--- src/rtl/pscan_pkg.sv ---
package pscan_pkg;
  typedef enum logic [2:0] {
    ST_IDLE,
    ST_SELECT,
    ST_SHIFT,
    ST_FLAG,
    ST_CAPTURE
  } pscan_state_e;
endpackage

--- src/rtl/pscan_fsm.sv ---
module pscan_fsm
  import pscan_pkg::*;
#(
  parameter int N_PART = 4,
  parameter int M_LEN  = 8,
  localparam int SELW  = $clog2(N_PART),
  localparam int CW    = $clog2((M_LEN > SELW) ? M_LEN : SELW) + 1
) (
  input  logic              clk_i,
  input  logic              rst_ni,
  input  logic              test_en_i,
  input  logic              tdi_i,
  output logic [N_PART-1:0] shift_en_o,
  output logic              capture_o,
  output logic              shift_state_o,
  output logic [SELW-1:0]   sel_o
);
  pscan_state_e   state_q;
  logic [CW-1:0]  cnt_q;
  logic [SELW-1:0] idx_q;
  logic [SELW-1:0] sel_q;
  logic [SELW:0]  idx_cat;

  assign idx_cat = {idx_q, tdi_i};

  always_ff @(posedge clk_i or negedge rst_ni) begin
    if (!rst_ni) begin
      state_q <= ST_IDLE;
      cnt_q   <= '0;
      idx_q   <= '0;
      sel_q   <= '0;
    end else if (!test_en_i) begin
      state_q <= ST_IDLE;
      cnt_q   <= '0;
    end else begin
      case (state_q)
        ST_IDLE: begin
          state_q <= ST_SELECT;
          cnt_q   <= '0;
        end
        ST_SELECT: begin
          idx_q <= idx_cat[SELW-1:0];
          if (cnt_q == CW'(SELW - 1)) begin
            sel_q   <= idx_cat[SELW-1:0];
            state_q <= ST_SHIFT;
            cnt_q   <= '0;
          end else begin
            cnt_q <= cnt_q + 1'b1;
          end
        end
        ST_SHIFT: begin
          if (cnt_q == CW'(M_LEN - 1)) begin
            state_q <= ST_FLAG;
            cnt_q   <= '0;
          end else begin
            cnt_q <= cnt_q + 1'b1;
          end
        end
        ST_FLAG: begin
          state_q <= tdi_i ? ST_SELECT : ST_CAPTURE;
          cnt_q   <= '0;
        end
        ST_CAPTURE: begin
          state_q <= ST_SELECT;
          cnt_q   <= '0;
        end
        default: state_q <= ST_IDLE;
      endcase
    end
  end

  for (genvar p = 0; p < N_PART; p++) begin : g_en
    assign shift_en_o[p] = test_en_i && (state_q == ST_SHIFT) && (sel_q == SELW'(p));
  end

  assign capture_o     = test_en_i && (state_q == ST_CAPTURE);
  assign shift_state_o = (state_q == ST_SHIFT);
  assign sel_o         = sel_q;


  sel_stable_chk: assert property (@(posedge clk_i) disable iff (!rst_ni)
    (state_q == ST_SHIFT && $past(state_q) == ST_SHIFT) |-> $stable(sel_q));

  cap_excl_chk: assert property (@(posedge clk_i) disable iff (!rst_ni)
    capture_o |-> (shift_en_o == '0));

  after_cap_chk: assert property (@(posedge clk_i) disable iff (!rst_ni)
    capture_o |=> (state_q == ST_SELECT || state_q == ST_IDLE));

  abort_chk: assert property (@(posedge clk_i) disable iff (!rst_ni)
    !test_en_i |=> state_q == ST_IDLE);

  flag_chk: assert property (@(posedge clk_i) disable iff (!rst_ni)
    (state_q == ST_FLAG && test_en_i) |=> (state_q == ST_SELECT || state_q == ST_CAPTURE));
endmodule

--- src/rtl/pscan_part.sv ---
module pscan_part #(
  parameter int M_LEN = 8
) (
  input  logic             clk_i,
  input  logic             rst_ni,
  input  logic             shift_en_i,
  input  logic             capture_i,
  input  logic             sin_i,
  input  logic [M_LEN-1:0] resp_i,
  output logic [M_LEN-1:0] cells_o,
  output logic             sout_o
);
  logic [M_LEN-1:0] cells_q;

  always_ff @(posedge clk_i or negedge rst_ni) begin
    if (!rst_ni)         cells_q <= '0;
    else if (capture_i)  cells_q <= resp_i;
    else if (shift_en_i) cells_q <= {cells_q[M_LEN-2:0], sin_i};
  end

  assign cells_o = cells_q;
  assign sout_o  = cells_q[M_LEN-1];


  hold_chk: assert property (@(posedge clk_i) disable iff (!rst_ni)
    (!$past(shift_en_i) && !$past(capture_i)) |-> $stable(cells_q));
endmodule

--- src/rtl/pscan_cut.sv ---
module pscan_cut #(
  parameter int L_LEN = 32
) (
  input  logic [L_LEN-1:0] chain_i,
  output logic [L_LEN-1:0] resp_o
);
  for (genvar g = 0; g < L_LEN; g++) begin : g_resp
    assign resp_o[g] = chain_i[g] ^ chain_i[(g + 1) % L_LEN] ^ ((g % 2) == 1);
  end
endmodule

--- src/rtl/pscan_top.sv ---
module pscan_top #(
  parameter int N_PART = 4,
  parameter int M_LEN  = 8,
  localparam int SELW  = $clog2(N_PART),
  localparam int L_LEN = N_PART * M_LEN
) (
  input  logic              clk_i,
  input  logic              rst_ni,
  input  logic              test_en_i,
  input  logic              tdi_i,
  output logic              tdo_o,
  output logic [N_PART-1:0] shift_en_o,
  output logic              capture_o
);
  logic             shift_state;
  logic [SELW-1:0]  sel;
  logic [L_LEN-1:0] chain;
  logic [L_LEN-1:0] resp;
  logic             sout [N_PART];

  pscan_fsm #(.N_PART(N_PART), .M_LEN(M_LEN)) u_fsm (
    .clk_i, .rst_ni, .test_en_i, .tdi_i,
    .shift_en_o, .capture_o,
    .shift_state_o(shift_state),
    .sel_o(sel)
  );

  pscan_cut #(.L_LEN(L_LEN)) u_cut (.chain_i(chain), .resp_o(resp));

  for (genvar p = 0; p < N_PART; p++) begin : g_part
    pscan_part #(.M_LEN(M_LEN)) u_part (
      .clk_i, .rst_ni,
      .shift_en_i(shift_en_o[p]),
      .capture_i(capture_o),
      .sin_i(tdi_i),
      .resp_i(resp[p*M_LEN +: M_LEN]),
      .cells_o(chain[p*M_LEN +: M_LEN]),
      .sout_o(sout[p])
    );
  end

  // scan-out mux
  assign tdo_o = shift_state ? sout[sel] : 1'b0;


  one_shift_chk: assert property (@(posedge clk_i) disable iff (!rst_ni)
    $onehot0(shift_en_o));

  idle_tdo_chk: assert property (@(posedge clk_i) disable iff (!rst_ni)
    capture_o |-> !tdo_o);
endmodule

--- config.mk ---
export PLATFORM = sky130hd
export DESIGN_NAME = pscan_top
export DESIGN_NICKNAME = d
export VERILOG_FILES = /design/src/rtl/pscan_pkg.sv /design/src/rtl/pscan_fsm.sv /design/src/rtl/pscan_part.sv /design/src/rtl/pscan_cut.sv /design/src/rtl/pscan_top.sv
export SDC_FILE = /design/constraint.sdc
export NUM_CORES = 1
export LEC_CHECK = 0
export ABC_AREA = 1
export CAP_MARGIN = 10
export CORE_ASPECT_RATIO = 2
export CORE_MARGIN = 2
export CORE_UTILIZATION = 53
export CTS_CLUSTER_DIAMETER = 60
export DETAILED_ROUTE_END_ITERATION = 12
export PLACE_DENSITY = 0.68
export SYNTH_ARGS = -nofsm -noshare
export SYNTH_HDL_FRONTEND = slang
export SYNTH_SLANG_ARGS = --single-unit
--- constraint.sdc ---
create_clock -name clk_i -period 3.7 [get_ports clk_i]
set_input_delay 0.74 -clock clk_i [delete_from_list [all_inputs] [get_ports clk_i]]
set_output_delay 0.74 -clock clk_i [all_outputs]
set_load 0.03 [all_outputs]
==> results of run 1 <==
logic make-up after synthesis:
logic type | count (synthesis)
simple gates | 244
buf+inv | 55
flops | 42
compound gates | 34
xor+xnor | 9
fa+ha+maj | 2
cell usage in the layout (no fill, tap or decap):
master	netlist	routed
inv_4	1	1
nand3_1	43	43
a21oi_1	8	8
ha_1	2	2
clkbuf_8	0	6
inv_1	40	40
nand3_2	9	9
buf_2	3	1
nand2_8	1	1
o21ai_0	25	25
nor2_2	2	2
nor2_4	3	3
nand2_2	3	3
nor3_1	1	1
clkbuf_1	0	1
dfrtp_1	42	42
clkdlybuf4s50_1	0	8
inv_2	3	3
clkinv_2	0	1
xor2_1	4	4
buf_4	4	5
xnor2_1	5	5
nand2_1	122	122
o22ai_1	1	1
nor2_1	60	60
worst paths after layout:
| check | startpoint | end | slack (ps) | cells past startpoint |
|---|---|---|---|---|
| max in group asynchronous | rst_ni | g_part[0].u_part.cells_o[0]$_DFFE_PN0P_ | 2510 | 1 |
| worst max register to register | u_fsm.state_q[0]$_DFFE_PN0P_ | g_part[3].u_part.cells_o[3]$_DFFE_PN0P_ | 1940 | 9 |
| worst min register to register | u_fsm.idx_q[0]$_DFFE_PN0P_ | u_fsm.sel_o[1]$_DFFE_PN0P_ | 560 | 2 |
| worst min-delay path | u_fsm.idx_q[0]$_DFFE_PN0P_ | u_fsm.sel_o[1]$_DFFE_PN0P_ | 560 | 2 |
| min in group asynchronous | rst_ni | g_part[3].u_part.cells_o[7]$_DFFE_PN0P_ | 590 | 1 |
| worst max-delay path | test_en_i | shift_en_o[0] | 470 | 6 |
where the power goes:
part	leakage [nW]	total [W]	internal (W)	switching (W)
clock network	0.0482	0.000313	0.000151	0.000162
logic	0.899	0.000794	0.000282	0.000512
registers	0.512	0.000794	0.000634	0.000160
total	1.46	0.00190	0.00107	0.000835
per-layer routing:
| metal | GRT usage | vias to the layer above | part of all wire |
|---|---|---|---|
| met2 | 0.361 | 37 | 0.54 |
| met1 | 0.251 | 1100 | 0.40 |
| li1 | - | 1215 | - |
| met5 | 0 | - | 0 |
| met4 | 0.0964 | 0 | 0.030 |
| met3 | 0.0445 | 12 | 0.026 |
area by class of cell:
cell class                      instances  share of cell area
Tap cell                               57              0.0250
Sequential cell                        42               0.368
Clock buffer                            7              0.0302
Clock inverter                          1             0.00175
Multi-Input combinational cell        289               0.474
Timing Repair Buffer                   14              0.0429
Inverter                               44              0.0587
critical path, cell delays in order:
cell and delay [ps]:
clkdlybuf4s50_1 550, nand3_1 140, nor2_2 200, nand3_2 120, inv_1 70, clkdlybuf4s50_1 660
sequential cells by signal (all words and copies together), names as in the netlist:
name / cells
g_part.u_part.cells_o: 32
u_fsm.sel_o: 2
u_fsm.idx_q: 1
u_fsm.state_q: 3
u_fsm.cnt_q: 4
synth_stat cells:
cell type | number | share of area
nand2_1 | 122 | 0.17
nor2_1 | 60 | 0.084
nand3_1 | 43 | 0.081
dfrtp_1 | 42 | 0.39
inv_1 | 40 | 0.056
o21ai_0 | 25 | 0.047
nand3_2 | 9 | 0.034
a21oi_1 | 8 | 0.015
xnor2_1 | 5 | 0.016
buf_4 | 4 | 0.011
xor2_1 | 4 | 0.013
buf_2 | 3 | 0.0056
buf_6 | 3 | 0.013
inv_2 | 3 | 0.0042
nand2_2 | 3 | 0.0070
nor2_4 | 3 | 0.013
ha_1 | 2 | 0.0094
nor2_2 | 2 | 0.0047
buf_8 | 1 | 0.0056
inv_4 | 1 | 0.0023
nand2_8 | 1 | 0.0075
nor3_1 | 1 | 0.0019
o22ai_1 | 1 | 0.0023
stage by stage:
step / cells / setup slack [ps] / cell area [sq um]
after global routing: 454 / 381 / 2860
final: 454 / 474 / 2860
after CTS: 454 / 462 / 2860
after floorplan: 386 / 1550 / 2670
after detailed placement: 446 / 481 / 2770
after global placement: 446 / 492 / 2770
==> flow_summary_export.csv, run 1 <==
group,metric,value,unit
status,outcome,"completed",
synth,synth_cells,386,
synth,syn_avg_cell_area,6.91,sq um
pwr,p_leak,1.46,nW
synth,synthSimpleGateAreaFrac,0.405,
route,routed_wl,5320,microns
finish,antenna_cells,0,
synth,muxShareOfSynthArea,0,
critical_path,crit_arrival,2490,ps
route,vias_per_cell,5.21,
placement,gp_congestion,0.866,
critical_path,required,2960,ps
floorplanning,die_area,0.00565,sq mm
route,wl_per_cell,11.7,microns
floorplanning,num_rows,36,
global_route,grt_usage,0.216,
sta,clock.fmax,0.310,GHz
synth,yosysSeqAreaShare,0.394,
global_route,grt.overflow.total,0,
clocking,clk-insertion-delay-late,300,ps
worst_hold_path,min_path_type,"reg2reg",
sta,relSlewSlack,0.356,
synth,yosysWarnings,0,
floorplanning,fp.coreArea,0.00486,sq mm
finish,ff_latch_area,0.00105,sq mm
route,vias,2364,
pwr,power_density,665,mW/mm^2
sta,maxSlewViolCount,0,
clocking,clk_pin_slew,80,ps
floorplanning,die_h,104,microns
route,drcViolationCount,0,
clocking,clock_sinks,42,
clocking,cts_tree,"yes",
clocking,ctsResizeCount,0,
clocking,htreeDepth,2,
sta,finalSetupTns,0,ps
sta,fin_skew,7.59,ps
route,ant_nets,0,
synth,synth-adder-area-share,0.00939,
sta,fin_crit_sh,0.872,
run,drv_cap,0,
critical_path,worstPathMaxFanout,5,
placement,io_buffers,9,
finish,multiInputGateArea,0.00135,sq mm
floorplanning,start_util,0.548,
clocking,numCtsBuffers,5,
synth,syn_area,0.00267,sq mm
route,detailedRoute.firstIterationViolations,52,
sta,hold_viol_final,0,
synth,synth_compound_area_frac,0.0643,
synth,synth_top_family_by_area,"simple AND/OR/NAND/NOR gates",
sta,rsz0062_at_grt,"no",
clocking,cts_root_buf,"clkbuf_8",
synth,yosysUniqueCellTypes,23,
sta,setup_viol_count_final,0,
pwr,p_total,0.00190,W
clocking,cts.hold.buffers_added,0,
pwr,vdd_drop_max,423,uV
synth,syn_nets,392,
synth,ys_ff_latch,42,
synth,synth_xor_area_frac,0.0296,
global_route,antenna_found_initial,0,
clocking,cts_buffer_depth,2,
finish,area_delta_synth_final,7.18,%
placement,hpwl,3880,microns
global_route,grt_max_degree,49,
critical_path,cp-end-kind,"primary output",
sta,worst_slew_pin_slew,967,ps
clocking,postCtsSetupRepairBufs,0,
global_route,grt_pass1_vias,2202,
finish,finish.utilization,0.587,
finish,nets,402,
global_route,grt_pass1_wl,9290,microns
finish,drive_above_1_share,0.0882,
sta,post-route-min-period,3230,ps
floorplanning,die_x,54.2,microns
critical_path,crit_path_start_kind,"input pin",
floorplanning,num_io_pins,10,
route,drt_first_pass_iters,4,
critical_path,worstSetupPathType,"in2out",
sta,holdWs,560,ps
finish,n_fill_cell,486,
(Power assumes the default switching activity.)
==> run 2: changes to the inputs <==
--- a/config.mk
+++ b/config.mk
@@ -13,6 +13,7 @@
 export CTS_CLUSTER_DIAMETER = 60
 export DETAILED_ROUTE_END_ITERATION = 12
 export PLACE_DENSITY = 0.68
+export SLEW_MARGIN = 40
 export SYNTH_ARGS = -nofsm -noshare
 export SYNTH_HDL_FRONTEND = slang
 export SYNTH_SLANG_ARGS = --single-unit
==> run 2 against run 1 <==
Maximum frequency is 0.34% higher. Clock power is 8.3% lower. Critical path depth stayed put. Sequential power hardly changed. Worst hold slack worse by 140 ps. Utilization is 0.21 points lower. Combinational power hardly changed. Critical endpoint unchanged. Largest power group unchanged.
==> flow_summary_export.csv, run 2 (same netlist as run 1, synthesis figures left out) <==
group,metric,value,unit
finish,ff_latch_area,0.00105,sq mm
critical_path,crit_arrival,2470,ps
clocking,ctsResizeCount,0,
finish,area_delta_synth_final,6.80,%
sta,hold_viol_final,0,
sta,relSlewSlack,0.637,
finish,drive_above_1_share,0.0884,
global_route,antenna_found_initial,0,
placement,gp_congestion,0.866,
pwr,p_leak,1.46,nW
floorplanning,die_x,54.2,microns
pwr,power_density,659,mW/mm^2
global_route,grt_max_degree,49,
pwr,vdd_drop_max,407,uV
sta,fin_crit_sh,0.869,
critical_path,crit_path_start_kind,"input pin",
clocking,cts_tree,"yes",
sta,clock.fmax,0.311,GHz
route,drcViolationCount,0,
global_route,grt_usage,0.211,
finish,multiInputGateArea,0.00135,sq mm
critical_path,slowest_stage,"clkdlybuf4s50_1",
clocking,clock_sinks,42,
clocking,postCtsSetupRepairBufs,0,
finish,mostFrequentLayoutCells,"nand2_1, nor2_1, nand3_1",
route,vias,2371,
route,ant_nets,0,
sta,setup_ws,485,ps
finish,largest_reg_flops,32,
status,outcome,"completed",
clocking,clk-insertion-delay-late,300,ps
finish,nets,402,
floorplanning,num_rows,36,
sta,finalSetupTns,0,ps
global_route,grt.overflow.total,0,
floorplanning,die_h,104,microns
critical_path,cp-end-kind,"primary output",
critical_path,worstSetupPathType,"in2out",
floorplanning,num_io_pins,10,
route,detailedRoute.firstIterationViolations,55,
global_route,grt_pass1_wl,9090,microns
critical_path,path_cells,"clkdlybuf4s50_1 -> nand3_1 -> nor2_2 -> nand3_2 -> inv_1 -> clkdlybuf4s50_1",
finish,layout_commonest_cell,"nand2_1",
finish,n_fill_cell,487,
critical_path,required,2960,ps
clocking,cts.hold.buffers_added,0,
route,routed_wl,5310,microns
sta,post-route-min-period,3210,ps
route,vias_per_cell,5.23,
sta,fin_skew,9.51,ps
clocking,htreeDepth,2,
sta,rsz0062_at_grt,"no",
critical_path,cp_common_cell,"clkdlybuf4s50_1",
route,wl_per_cell,11.7,microns
clocking,cts_root_buf,"clkbuf_8",
run,drv_cap,0,
sta,setup_viol_count_final,0,
clocking,numCtsBuffers,5,
placement,hpwl,3860,microns
placement,dp_worst_setup_slack,474,ps
critical_path,cp_slowest_stage_delay,660,ps
placement,io_buffers,9,
floorplanning,die_area,0.00565,sq mm
route,drt_first_pass_iters,4,
sta,maxSlewViolCount,0,
clocking,clk_pin_slew,80,ps
clocking,cts_buffer_depth,2,
critical_path,worstPathMaxFanout,5,
floorplanning,fp.coreArea,0.00486,sq mm
sta,worst_slew_pin_slew,544,ps
global_route,grt_pass1_vias,2191,
finish,antenna_cells,0,
floorplanning,start_util,0.548,
worst_hold_path,min_path_type,"in2async",
## run 2: final cells by class
| class | instances | share of cell area |
|---|---|---|
| Multi-Input combinational cell | 289 | 0.475 |
| Sequential cell | 42 | 0.369 |
| Timing Repair Buffer | 14 | 0.0439 |
| Clock buffer | 5 | 0.0242 |
| Clock inverter | 2 | 0.00351 |
| Inverter | 44 | 0.0589 |
| Tap cell | 57 | 0.0250 |
## run 2: worst max-delay path, delay by kind of cell
family                 cells  cell delay (ps)
buffers and inverters      3             1270
AND/OR/NAND/NOR            3              460
## run 2: final timing paths
path / from / endpoint / slack (ps) / cells past startpoint
min: rst_ni / g_part[2].u_part.cells_o[6]$_DFFE_PN0P_ / 420 / 1
max: test_en_i / shift_en_o[0] / 490 / 6
max in group asynchronous: rst_ni / g_part[0].u_part.cells_o[6]$_DFFE_PN0P_ / 2910 / 1
min in group clk_i: u_fsm.idx_q[0]$_DFFE_PN0P_ / u_fsm.sel_o[1]$_DFFE_PN0P_ / 560 / 2
min reg2reg: u_fsm.idx_q[0]$_DFFE_PN0P_ / u_fsm.sel_o[1]$_DFFE_PN0P_ / 560 / 2
max reg2reg: u_fsm.state_q[0]$_DFFE_PN0P_ / g_part[3].u_part.cells_o[3]$_DFFE_PN0P_ / 1940 / 9
## run 2: layer usage
layer	global-route usage	share of wire	up-vias
li1	-	-	1217
met1	0.242	0.41	1121
met2	0.359	0.55	25
met3	0.0474	0.021	8
met4	0.0857	0.018	0
met5	0	0	-
## run 2: power breakdown
part           internal (W)  leakage [nW]  total (W)  switching (W)
registers          0.000634         0.512   0.000795       0.000161
clock network      0.000127        0.0438   0.000287       0.000160
logic              0.000282         0.900   0.000794       0.000512
## run 2: through the flow
step | instance area [sq um] | instances | utilization | hold slack [ps] | power, W
finish | 2850 | 453 | 0.585 | 417 | 0.00188
global route | 2850 | 453 | 0.585 | 466 | 0.00207
CTS | 2850 | 453 | 0.585 | 444 | 0.00190
detailed placement | 2770 | 446 | 0.569 | 550 | 0.00161
global placement | 2770 | 446 | 0.569 | 526 | 0.00159
floorplan | 2670 | 386 | - | 444 | 0.00142
==> run 3: changes to the inputs <==
--- a/config.mk
+++ b/config.mk
@@ -11,6 +11,7 @@
 export CORE_MARGIN = 2
 export CORE_UTILIZATION = 53
 export CTS_CLUSTER_DIAMETER = 60
+export CTS_CLUSTER_SIZE = 10
 export DETAILED_ROUTE_END_ITERATION = 12
 export PLACE_DENSITY = 0.68
 export SLEW_MARGIN = 40
==> results of run 3 <==
The final DEF is identical to that of run 2; final timing and power are the same.
